$ cat src/rtl/mdio_pkg.sv
package mdio_pkg;
   localparam int PHY_AW    = 5;
   localparam int REG_AW    = 5;
   localparam int DATA_W    = 16;
   localparam int PRE_LEN   = 32;
   localparam int FRAME_LEN = PRE_LEN + 2 + 2 + PHY_AW + REG_AW + 2 + DATA_W;
   localparam int TA_IDX    = PRE_LEN + 4 + PHY_AW + REG_AW;
   localparam int DATA_IDX  = TA_IDX + 2;

   // control word bit positions
   localparam int CB_GO  = 0;
   localparam int CB_EN  = 1;
   localparam int CB_RD  = 2;
   localparam int CB_ERR = 3;
   localparam int CB_PHY = 8;
   localparam int CB_REG = 16;

   typedef struct packed {
      logic [PHY_AW-1:0] phy;
      logic [REG_AW-1:0] regn;
      logic              rd;
      logic [DATA_W-1:0] wdata;
   } mdio_cmd_t;
endpackage

$ cat src/rtl/mdio_clkgen.sv
module mdio_clkgen #(
   parameter int HALF = 10
) (
   input  logic clk,
   input  logic rst_n,
   input  logic run,
   output logic mdc,
   output logic fall_tick,
   output logic rise_tick
);
   localparam int CW = (HALF > 1) ? $clog2(HALF) : 1;

   logic [CW-1:0] cnt;
   logic          wrap;

   assign wrap      = run && (cnt == CW'(HALF - 1));
   assign fall_tick = wrap && mdc;
   assign rise_tick = wrap && !mdc;

   always_ff @(posedge clk or negedge rst_n) begin
      if (!rst_n) begin
         cnt <= '0;
         mdc <= 1'b1;
      end else if (!run) begin
         cnt <= '0;
         mdc <= 1'b1;
      end else if (wrap) begin
         cnt <= '0;
         mdc <= ~mdc;
      end else begin
         cnt <= cnt + 1'b1;
      end
   end
endmodule

$ cat src/rtl/mdio_seq.sv
module mdio_seq
   import mdio_pkg::*;
(
   input  logic              clk,
   input  logic              rst_n,
   input  logic              launch,
   input  mdio_cmd_t         cmd,
   input  logic              fall_tick,
   input  logic              rise_tick,
   input  logic              mdio_i,
   output logic              active,
   output logic              done,
   output logic              is_read,
   output logic              mdio_o,
   output logic              mdio_oe,
   output logic [DATA_W-1:0] rd_data,
   output logic              ta_bad
);
   localparam int IW = $clog2(FRAME_LEN);

   logic [FRAME_LEN-1:0] frame;
   logic [IW-1:0]        idx;
   logic [DATA_W-1:0]    rd_sh;
   logic                 release_now;

   assign done        = active && rise_tick && (idx == IW'(FRAME_LEN - 1));
   assign rd_data     = {rd_sh[DATA_W-2:0], mdio_i};
   assign release_now = is_read && (idx >= IW'(TA_IDX));

   always_ff @(posedge clk or negedge rst_n) begin
      if (!rst_n) begin
         active  <= 1'b0;
         is_read <= 1'b0;
         idx     <= '0;
         frame   <= '0;
         rd_sh   <= '0;
         ta_bad  <= 1'b0;
         mdio_o  <= 1'b1;
         mdio_oe <= 1'b0;
      end else if (launch) begin
         active  <= 1'b1;
         is_read <= cmd.rd;
         idx     <= '0;
         rd_sh   <= '0;
         ta_bad  <= 1'b0;
         frame   <= {{PRE_LEN{1'b1}}, 2'b01, (cmd.rd ? 2'b10 : 2'b01),
                     cmd.phy, cmd.regn, 2'b10,
                     (cmd.rd ? {DATA_W{1'b0}} : cmd.wdata)};
      end else if (active) begin
         if (fall_tick) begin
            mdio_oe <= !release_now;
            mdio_o  <= release_now ? 1'b1 : frame[IW'(FRAME_LEN - 1) - idx];
         end
         if (rise_tick) begin
            if (is_read && idx == IW'(TA_IDX + 1))
               ta_bad <= mdio_i;
            if (is_read && idx >= IW'(DATA_IDX))
               rd_sh <= rd_data;
            if (done) begin
               active  <= 1'b0;
               mdio_oe <= 1'b0;
               mdio_o  <= 1'b1;
            end else begin
               idx <= idx + 1'b1;
            end
         end
      end
   end
endmodule

$ cat src/rtl/mdio_regs.sv
module mdio_regs
   import mdio_pkg::*;
#(
   parameter int ADDR_W   = 4,
   parameter int CTRL_OFS = 0,
   parameter int DATA_OFS = 4
) (
   input  logic              clk,
   input  logic              rst_n,
   input  logic              bus_wr,
   input  logic [ADDR_W-1:0] bus_addr,
   input  logic [31:0]       bus_wdata,
   output logic [31:0]       bus_rdata,
   input  logic              done,
   input  logic              ta_bad,
   input  logic [DATA_W-1:0] rd_data,
   output logic              launch,
   output mdio_cmd_t         cmd,
   output logic              busy,
   output logic              ctrl_hit,
   output logic              rd_err
);
   logic              data_hit;
   logic              en_q, rd_q;
   logic [PHY_AW-1:0] phy_q;
   logic [REG_AW-1:0] reg_q;
   logic [DATA_W-1:0] data_q;

   assign ctrl_hit = bus_wr && (bus_addr == ADDR_W'(CTRL_OFS));
   assign data_hit = bus_wr && (bus_addr == ADDR_W'(DATA_OFS));
   assign launch   = ctrl_hit && !busy && bus_wdata[CB_GO] && bus_wdata[CB_EN];

   assign cmd.phy   = bus_wdata[CB_PHY +: PHY_AW];
   assign cmd.regn  = bus_wdata[CB_REG +: REG_AW];
   assign cmd.rd    = bus_wdata[CB_RD];
   assign cmd.wdata = data_q;

   always_ff @(posedge clk or negedge rst_n) begin
      if (!rst_n) begin
         busy   <= 1'b0;
         en_q   <= 1'b0;
         rd_q   <= 1'b0;
         rd_err <= 1'b0;
         phy_q  <= '0;
         reg_q  <= '0;
         data_q <= '0;
      end else begin
         if (ctrl_hit && !busy) begin
            phy_q <= bus_wdata[CB_PHY +: PHY_AW];
            reg_q <= bus_wdata[CB_REG +: REG_AW];
            en_q  <= bus_wdata[CB_EN];
            rd_q  <= bus_wdata[CB_RD];
            if (launch) begin
               busy   <= 1'b1;
               rd_err <= 1'b0;
            end
         end
         if (done) begin
            busy   <= 1'b0;
            rd_err <= rd_q && ta_bad;
         end
         if (done && rd_q)
            data_q <= rd_data;
         else if (data_hit)
            data_q <= bus_wdata[DATA_W-1:0];
      end
   end

   always_comb begin
      bus_rdata = '0;
      if (bus_addr == ADDR_W'(CTRL_OFS)) begin
         bus_rdata[CB_GO]               = busy;
         bus_rdata[CB_EN]               = en_q;
         bus_rdata[CB_RD]               = rd_q;
         bus_rdata[CB_ERR]              = rd_err;
         bus_rdata[CB_PHY +: PHY_AW]    = phy_q;
         bus_rdata[CB_REG +: REG_AW]    = reg_q;
      end else if (bus_addr == ADDR_W'(DATA_OFS)) begin
         bus_rdata[DATA_W-1:0] = data_q;
      end
   end
endmodule

$ cat src/rtl/mdio_mgmt_ctrl.sv
module mdio_mgmt_ctrl
   import mdio_pkg::*;
#(
   parameter int SYS_CLK_HZ = 50_000_000,
   parameter int MDC_MAX_HZ = 2_500_000,
   parameter int MDC_HALF   = 10,
   parameter int ADDR_W     = 4
) (
   input  logic              clk,
   input  logic              rst_n,
   input  logic              bus_wr,
   input  logic [ADDR_W-1:0] bus_addr,
   input  logic [31:0]       bus_wdata,
   output logic [31:0]       bus_rdata,
   output logic              mdc,
   output logic              mdio_o,
   output logic              mdio_oe,
   input  logic              mdio_i
);
   localparam longint MIN_SYS_HZ = longint'(MDC_MAX_HZ) * 2 * MDC_HALF;

   generate
      if (MDC_HALF < 1) begin : g_bad_half
         $error("MDC_HALF must be at least 1");
      end
      if (longint'(SYS_CLK_HZ) > MIN_SYS_HZ) begin : g_bad_rate
         $error("MDC_HALF too small for the MDC rate limit");
      end
      if (ADDR_W < 3) begin : g_bad_addr
         $error("ADDR_W must reach byte offset 4");
      end
   endgenerate

   logic              launch, busy, ctrl_hit, rd_err;
   logic              fall_tick, rise_tick;
   logic              seq_active, seq_done, seq_read, ta_bad;
   logic [DATA_W-1:0] rd_data;
   mdio_cmd_t         cmd;

   mdio_regs #(.ADDR_W(ADDR_W)) u_regs (
      .clk       (clk),
      .rst_n     (rst_n),
      .bus_wr    (bus_wr),
      .bus_addr  (bus_addr),
      .bus_wdata (bus_wdata),
      .bus_rdata (bus_rdata),
      .done      (seq_done),
      .ta_bad    (ta_bad),
      .rd_data   (rd_data),
      .launch    (launch),
      .cmd       (cmd),
      .busy      (busy),
      .ctrl_hit  (ctrl_hit),
      .rd_err    (rd_err)
   );

   mdio_clkgen #(.HALF(MDC_HALF)) u_clk (
      .clk       (clk),
      .rst_n     (rst_n),
      .run       (seq_active),
      .mdc       (mdc),
      .fall_tick (fall_tick),
      .rise_tick (rise_tick)
   );

   mdio_seq u_seq (
      .clk       (clk),
      .rst_n     (rst_n),
      .launch    (launch),
      .cmd       (cmd),
      .fall_tick (fall_tick),
      .rise_tick (rise_tick),
      .mdio_i    (mdio_i),
      .active    (seq_active),
      .done      (seq_done),
      .is_read   (seq_read),
      .mdio_o    (mdio_o),
      .mdio_oe   (mdio_oe),
      .rd_data   (rd_data),
      .ta_bad    (ta_bad)
   );
endmodule

$ cat config.mk
export PLATFORM = sky130hd
export DESIGN_NAME = mdio_mgmt_ctrl
export DESIGN_NICKNAME = d
export VERILOG_FILES = /design/src/rtl/mdio_pkg.sv /design/src/rtl/mdio_clkgen.sv /design/src/rtl/mdio_seq.sv /design/src/rtl/mdio_regs.sv /design/src/rtl/mdio_mgmt_ctrl.sv
export SDC_FILE = /design/constraint.sdc
export NUM_CORES = 1
export LEC_CHECK = 0
export CORE_MARGIN = 2
export CORE_UTILIZATION = 25
export DETAILED_ROUTE_END_ITERATION = 8
export DONT_BUFFER_PORTS = 1
export HOLD_SLACK_MARGIN = 0.06
export REMOVE_ABC_BUFFERS = 1
export SYNTH_ARGS = -nofsm -noshare
export SYNTH_HDL_FRONTEND = slang
export SYNTH_SLANG_ARGS = --single-unit
export TNS_END_PERCENT = 100
$ cat constraint.sdc
create_clock -name clk -period 2.5 [get_ports clk]
set_clock_uncertainty 0.2 [all_clocks]
set_input_delay 0.5 -clock clk [delete_from_list [all_inputs] [get_ports clk]]
set_output_delay 0.5 -clock clk [all_outputs]
set_load 0.005 [all_outputs]
Word level (Yosys, flattened, before mapping)
Cells that the tools add are included.
{ "word_totals": {"regBits": 91, "inputBits": 40, "word_cells": 107} }
{ "op_classes": {"n_addsub": 3, "order_cmp": 3, "eq_ne": 6, "n_mux": 45, "n_bitwise": 2, "n_reduce_logical": 31} }
{ "op_table": {"columns": ["op", "n"], "rows": [
  ["$mux W16", 4],
  ["$mux W15", 4],
  ["$mux W1", 24],
  ["$mux W6", 4],
  ["$mux W4", 4],
  ["$logic_and A1 B1 Y1", 15],
  ["$reduce_bool A2 Y1", 7],
  ["$eq A6 B6 Y1 const B", 2],
  ["$ge A6 B6 Y1 const B", 2],
  ["$mux W5", 2],
  ["$reduce_and A3 Y1", 3],
  ["$lt A6 B7 Y1 const B", 1],
  ["$add A6 B1 Y6 const B", 1],
  ["$bmux W1 S6", 1],
  ["$sub A6 B6 Y6 const A", 1],
  ["$add A4 B1 Y4 const B", 1],
  ["$eq A4 B3 Y1 const B", 1],
  ["$eq A4 B4 Y1 const B", 1],
  ["$logic_not A4 Y1", 1],
  ["$ne A2 B2 Y1 const B", 2],
  ["$reduce_and A2 Y1", 2],
  ["$logic_not A1 Y1", 3],
  ["$mux W3", 1],
  ["$mux W2", 1],
  ["$not A1 Y1", 2]
]} }

Longest topological paths before layout
{ "depth": {"ltp_word": 9, "ltp_mapped": 9} }

Modules after synthesis
From an unflattened synthesis, not the netlist that was laid out.
{ "hier_totals": {"cells_unflattened": 421, "area_unflattened_um2": 4455.5} }
{ "modules_own_cells": {"columns": ["module", "instances", "cells_each", "area_per_inst_um2", "seq_area_each_um2"], "rows": [
  ["mdio_seq", 1, 219, 2467.4, 1352.5],
  ["mdio_regs", 1, 176, 1732.9, 750.7],
  ["mdio_clkgen", 1, 26, 255.2, 126.4]
]} }

Worst setup path after synthesis
Ideal clock, no wire load.
{ "synth_path": {"path_type": "input -> output", "startpoint": "input port bus_addr[3]", "endpoint": "output port bus_rdata[0]", "arrival_ns": 1.400, "required_time_ns": 1.800, "path_slack_ns": 0.400, "stages": 3, "path_buffers": 1, "cell_sequence": "nor4b_4 clkbuf_1 a22o_1"} }
{ "synth_between": {"elab_chain_len": 3, "elab_cells_between_ends": 4, "classes_between": "eq/ne (1); mux (2); reduce/logical (1)"} }
{ "synth_rtl": {"columns": ["item", "line", "rtl"], "rows": [
  ["start: declaration", "mdio_mgmt_ctrl.sv:12", "input logic [ADDR_W-1:0] bus_addr,"],
  ["$eq A4 B3 Y1", "mdio_regs.sv:78", "end else if (bus_addr == ADDR_W'(DATA_OFS)) begin"],
  ["$mux W16", "mdio_regs.sv:78", null],
  ["$mux W4 (*)", "mdio_regs.sv:71", "if (bus_addr == ADDR_W'(CTRL_OFS)) begin"],
  ["end: declaration", "mdio_mgmt_ctrl.sv:14", "output logic [31:0] bus_rdata,"]
]} }
Every way passes the cells marked *; elsewhere a longest branch is shown, timed or not.

Final worst setup path
{ "layout_path": {"startpoint": "register u_seq.idx[0]", "endpoint": "register u_seq.mdio_o"} }
{ "layout_between": {"elab_chain_len": 7, "elab_cells_between_ends": 11, "classes_between": "add/sub (1); order compare (1); eq/ne (1); mux (6); reduce/logical (2)"} }
{ "layout_rtl": {"columns": ["item", "line", "rtl"], "rows": [
  ["start: declaration", "mdio_seq.sv:22", "logic [IW-1:0] idx;"],
  ["start signal: assignment", "mdio_seq.sv:64", "idx <= idx + 1'b1;"],
  ["$sub A6 B6 Y6", "mdio_seq.sv:52", "mdio_o <= release_now ? 1'b1 : frame[IW'(FRAME_LEN - 1) - idx];"],
  ["$bmux W1 S6", "mdio_seq.sv:52", null],
  ["$mux W1 (implied by the code)", "mdio_seq.sv:52", null],
  ["$mux W1", "mdio_seq.sv:52", null],
  ["$mux W1", "mdio_seq.sv:50", "if (fall_tick) begin"],
  ["$mux W1", "mdio_seq.sv:59", "if (done) begin"],
  ["$mux W1 (*)", "mdio_seq.sv:54", "if (rise_tick) begin"],
  ["end signal: assignment", "mdio_seq.sv:52", null],
  ["end: declaration", "mdio_seq.sv:14", "output logic mdio_o,"]
]} }
Every way passes the cells marked *; elsewhere a longest branch is shown, timed or not. The select of a mux whose other input is x is not followed.
A chain may end at the register's enable or synchronous reset.

==> qor.yml <==
outcome:
  violations: "hold timing"
  status: "finished, violations left"
global_route:
  grt_antenna_before_repair: 0
  grt_usage: 0.112
  grt_start_max_net_pins: 90
  grt_pass1_vias: 3109
  gr-total-overflow: 0
  grt_pass1_wl_um: 16400
floorplanning:
  die-width_um: 138
  ios: 75
  design.die.area_sq_um: 18900
  coreArea_sq_um: 17400
  die_h_um: 138
  start_util: 0.257
  rows: 48
power_and_ir_drop:
  p_leak_uw: 0.00225
  p_per_area_nw_per_um2: 779
  worst_ir_drop_vdd_mv: 0.294
timing:
  hold_ws_ns: -0.344
  max_freq_mhz: 455
  fin_ws_ns: 0.304
  drv_slew: 0
  finalSetupViolCount: 0
  slew_headroom: 0.584
  tightest_slew_ns: 0.622
  fin_crit_sh: 0.878
  hold_violations: 89
  period_minus_slack_ns: 2.20
  rsz0062_at_grt: "false"
  fin_tns_setup_ns: 0
clock_tree:
  post_cts_buffers: 0
  numCtsBuffers: 9
  post_cts_resize_count: 0
  clk_latency_ns: 0.34
  tritoncts: "done"
  cts.sinks: 89
  clkTransAtPathRegs_ns: 0.06
  clock_path_buffers: 2
  hold_buffers: 1
  h-tree-depth: 3
  cts-root-buf: "clkbuf_16"
drt:
  wirelength_um: 9840
  drt-initial-drc-count: 116
  viasPerCell: 4.57
  via_count: 2974
  ant_nets: 0
  drc: 0
  firstDrtPassIters: 4
  wl_per_cell_um: 15.1
worst_setup_path:
  crit_path_top_delay_cell: "dfrtp_1"
  startpoint_type: "flip-flop"
  timing.critical_path.max_delay_family: "compound AO/OA/AOI/OAI gates"
  crit_type: "flip-flop to flip-flop"
  critical_path.max_stage_delay_ns: 0.50
  crit_buf_inv: 1
  end_kind: "flip-flop"
  required_ns: 2.54
  cp_cell_sequence: "buf_4 -> mux2_2 -> a2111oi_0 -> a21oi_1 -> o21ai_0 -> a31oi_1"
  path_max_fanout: 14
  worstPathArrival_ns: 2.24
logic_synthesis:
  synth_compound_area_frac: 0.0678
  async_flop_share: 1.00
  yosys.area.top_type: "dfrtp_1"
  synthTopCellsByArea: "dfrtp_1 49%, nand2_1 7.9%, mux2i_1 7.8%"
  yosys.area.top_type_share: 0.488
  syn_area_sq_um: 4460
  synth_top_family_by_area: "simple AND/OR/NAND/NOR gates"
  synth-xor-area-share: 0.0137
  synthCells: 424
  muxShareOfSynthArea: 0.139
  ys.flop_type: "dfrtp_1"
  synthAdderAreaFrac: 0.00841
  ys_ff_latch: 89
  synth.distinct_cells: 49
  yosys_warnings: 0
  avgSynthCellArea_sq_um: 10.5
  synth_edf_count: 0
  ys_seq_area_frac: 0.500
  synth-simple-area-share: 0.214
cells_and_area:
  area_growth_pct: 11.0
  nets: 464
  fill_cells: 1805
  multi_input_area_sq_um: 2020
  drive_gt1_frac: 0.127
  fin_util: 0.285
  final_area_sq_um: 4950
  antenna_cells: 0
  final_cells: 651
  seq_area_sq_um: 2230
flow_run:
  max-cap-violations: 0
hold_path:
  worst_hold_path_type: "input port to asynchronous set/reset pin"
place:
  place_inst: 634
  place_congestion: 0.793
  placed_area_sq_um: 4640
  place_ws_ns: 0.317
  port_buffers: 0
  hpwlAfterDp_um: 6870
-- synth_stat cells (2+ instances only) --
cell type,n
dfrtp_1,87
o21ai_0,17
dfstp_2,2
nor2_2,2
nand2b_1,2
nor2_1,28
nor4_1,2
mux4_1,3
and2_1,13
xor2_1,5
a22o_1,9
inv_1,3
nand4_1,3
a31oi_1,3
a21oi_1,3
ha_1,3
buf_6,5
nand3b_1,17
nor2b_1,9
a2111oi_0,2
xnor2_1,2
buf_2,7
mux2i_1,35
nand2_1,94
buf_4,15
a211oi_1,2
o21ai_1,3
mux2_2,17
nor3b_1,2
and3_1,3
clkbuf_1,8
-- flip-flops by register name, indices dropped and copies added, names as in the netlist --
name and flops:
u_seq.frame 29, u_regs.data_q 16, u_seq.rd_sh 15, u_seq.idx 6, u_regs.phy_q 5, u_regs.reg_q 5
u_clk.cnt 4, u_clk.mdc 1, u_regs.busy 1, u_regs.en_q 1, u_regs.rd_err 1, u_regs.rd_q 1
u_seq.active 1, u_seq.mdio_o 1, u_seq.mdio_oe 1, u_seq.ta_bad 1
-- cells in the final DEF, fill, tap and decap left out, types with 2 or more instances in the layout --
cell type    n
and2_1      13
nor2_2       2
a211oi_1     2
nor4_1       2
clkinvlp_4   2
clkbuf_16    9
clkinv_4     2
nor2b_1      9
o21ai_0     17
nand2b_1     2
inv_1        3
a21oi_1      3
nand4_1      3
xnor2_1      2
nand3b_1    17
nor2_1      28
mux2_2      17
mux4_1       3
dfstp_2      2
and3_1       3
mux2i_1     35
nand2_1     94
a31oi_1      3
a22o_1       9
dfrtp_1     87
o21ai_1      3
ha_1         3
buf_4       10
xor2_1       5
a2111oi_0    2
conb_1      11
nor3b_1      2
-- through the flow --
stage	hold WS [ns]	total power [uW]
global placement	0.00741	2490
floorplan	0.00441	2330
global route	-0.363	4090
detailed placement	0.00735	2520
CTS	-0.355	3890
finish	-0.344	3860
-- final timing paths --
kind,startpoint,to,slack (ns),depth (start not counted)
setup / recovery,u_seq.idx[0]$_DFFE_PN0P_,u_seq.mdio_o$_DFFE_PN1P_,0.30,6
hold / removal,rst_n,u_regs.phy_q[0]$_DFFE_PN0N_,-0.34,0
hold reg to reg,u_seq.frame[4]$_DFFE_PN0P_,u_seq.frame[4]$_DFFE_PN0P_,0.26,2
min in group clk,bus_wdata[2],u_seq.frame[29]$_DFFE_PN0P_,0.08,2
setup reg to reg,u_seq.idx[0]$_DFFE_PN0P_,u_seq.mdio_o$_DFFE_PN1P_,0.30,6
max in group asynchronous,rst_n,u_clk.mdc$_DFFE_PN1P_,2.22,0
-- worst register-to-register path: stages (launching register included) --
cell	delay, ns
dfrtp_1	0.50
buf_4	0.28
mux2_2	0.35
a2111oi_0	0.40
a21oi_1	0.08
o21ai_0	0.16
a31oi_1	0.15
-- metal layers --
layer	GRT usage	vias to the layer above	share of wire
met3	0.0294	13	0.046
met2	0.184	61	0.48
met5	0	-	0
met1	0.139	1480	0.45
li1	-	1420	-
met4	0.0458	0	0.020
-- layout make-up --
cell class,instances,share of cell area
Clock buffer,10,0.0482
Clock inverter,6,0.0136
Inverter,3,0.00227
Multi-Input combinational cell,306,0.408
Sequential cell,89,0.450
Tap cell,225,0.0568
Timing Repair Buffer,12,0.0212
-- where the power goes --
| part | switching [uW] | internal (uW) | total (uW) |
|---|---|---|---|
| Sequential | 216 | 1710 | 1920 |
| Clock | 566 | 803 | 1370 |
| Combinational | 285 | 286 | 570 |
-- cells by family after synthesis --
group,after synthesis
compound gates,45
fa+ha+maj,3
xor+xnor,7
other cells,1
mux,55
simple gates,185
buf+inv,39
flops,89
Note: power is estimated with default switching activity, not from simulation.
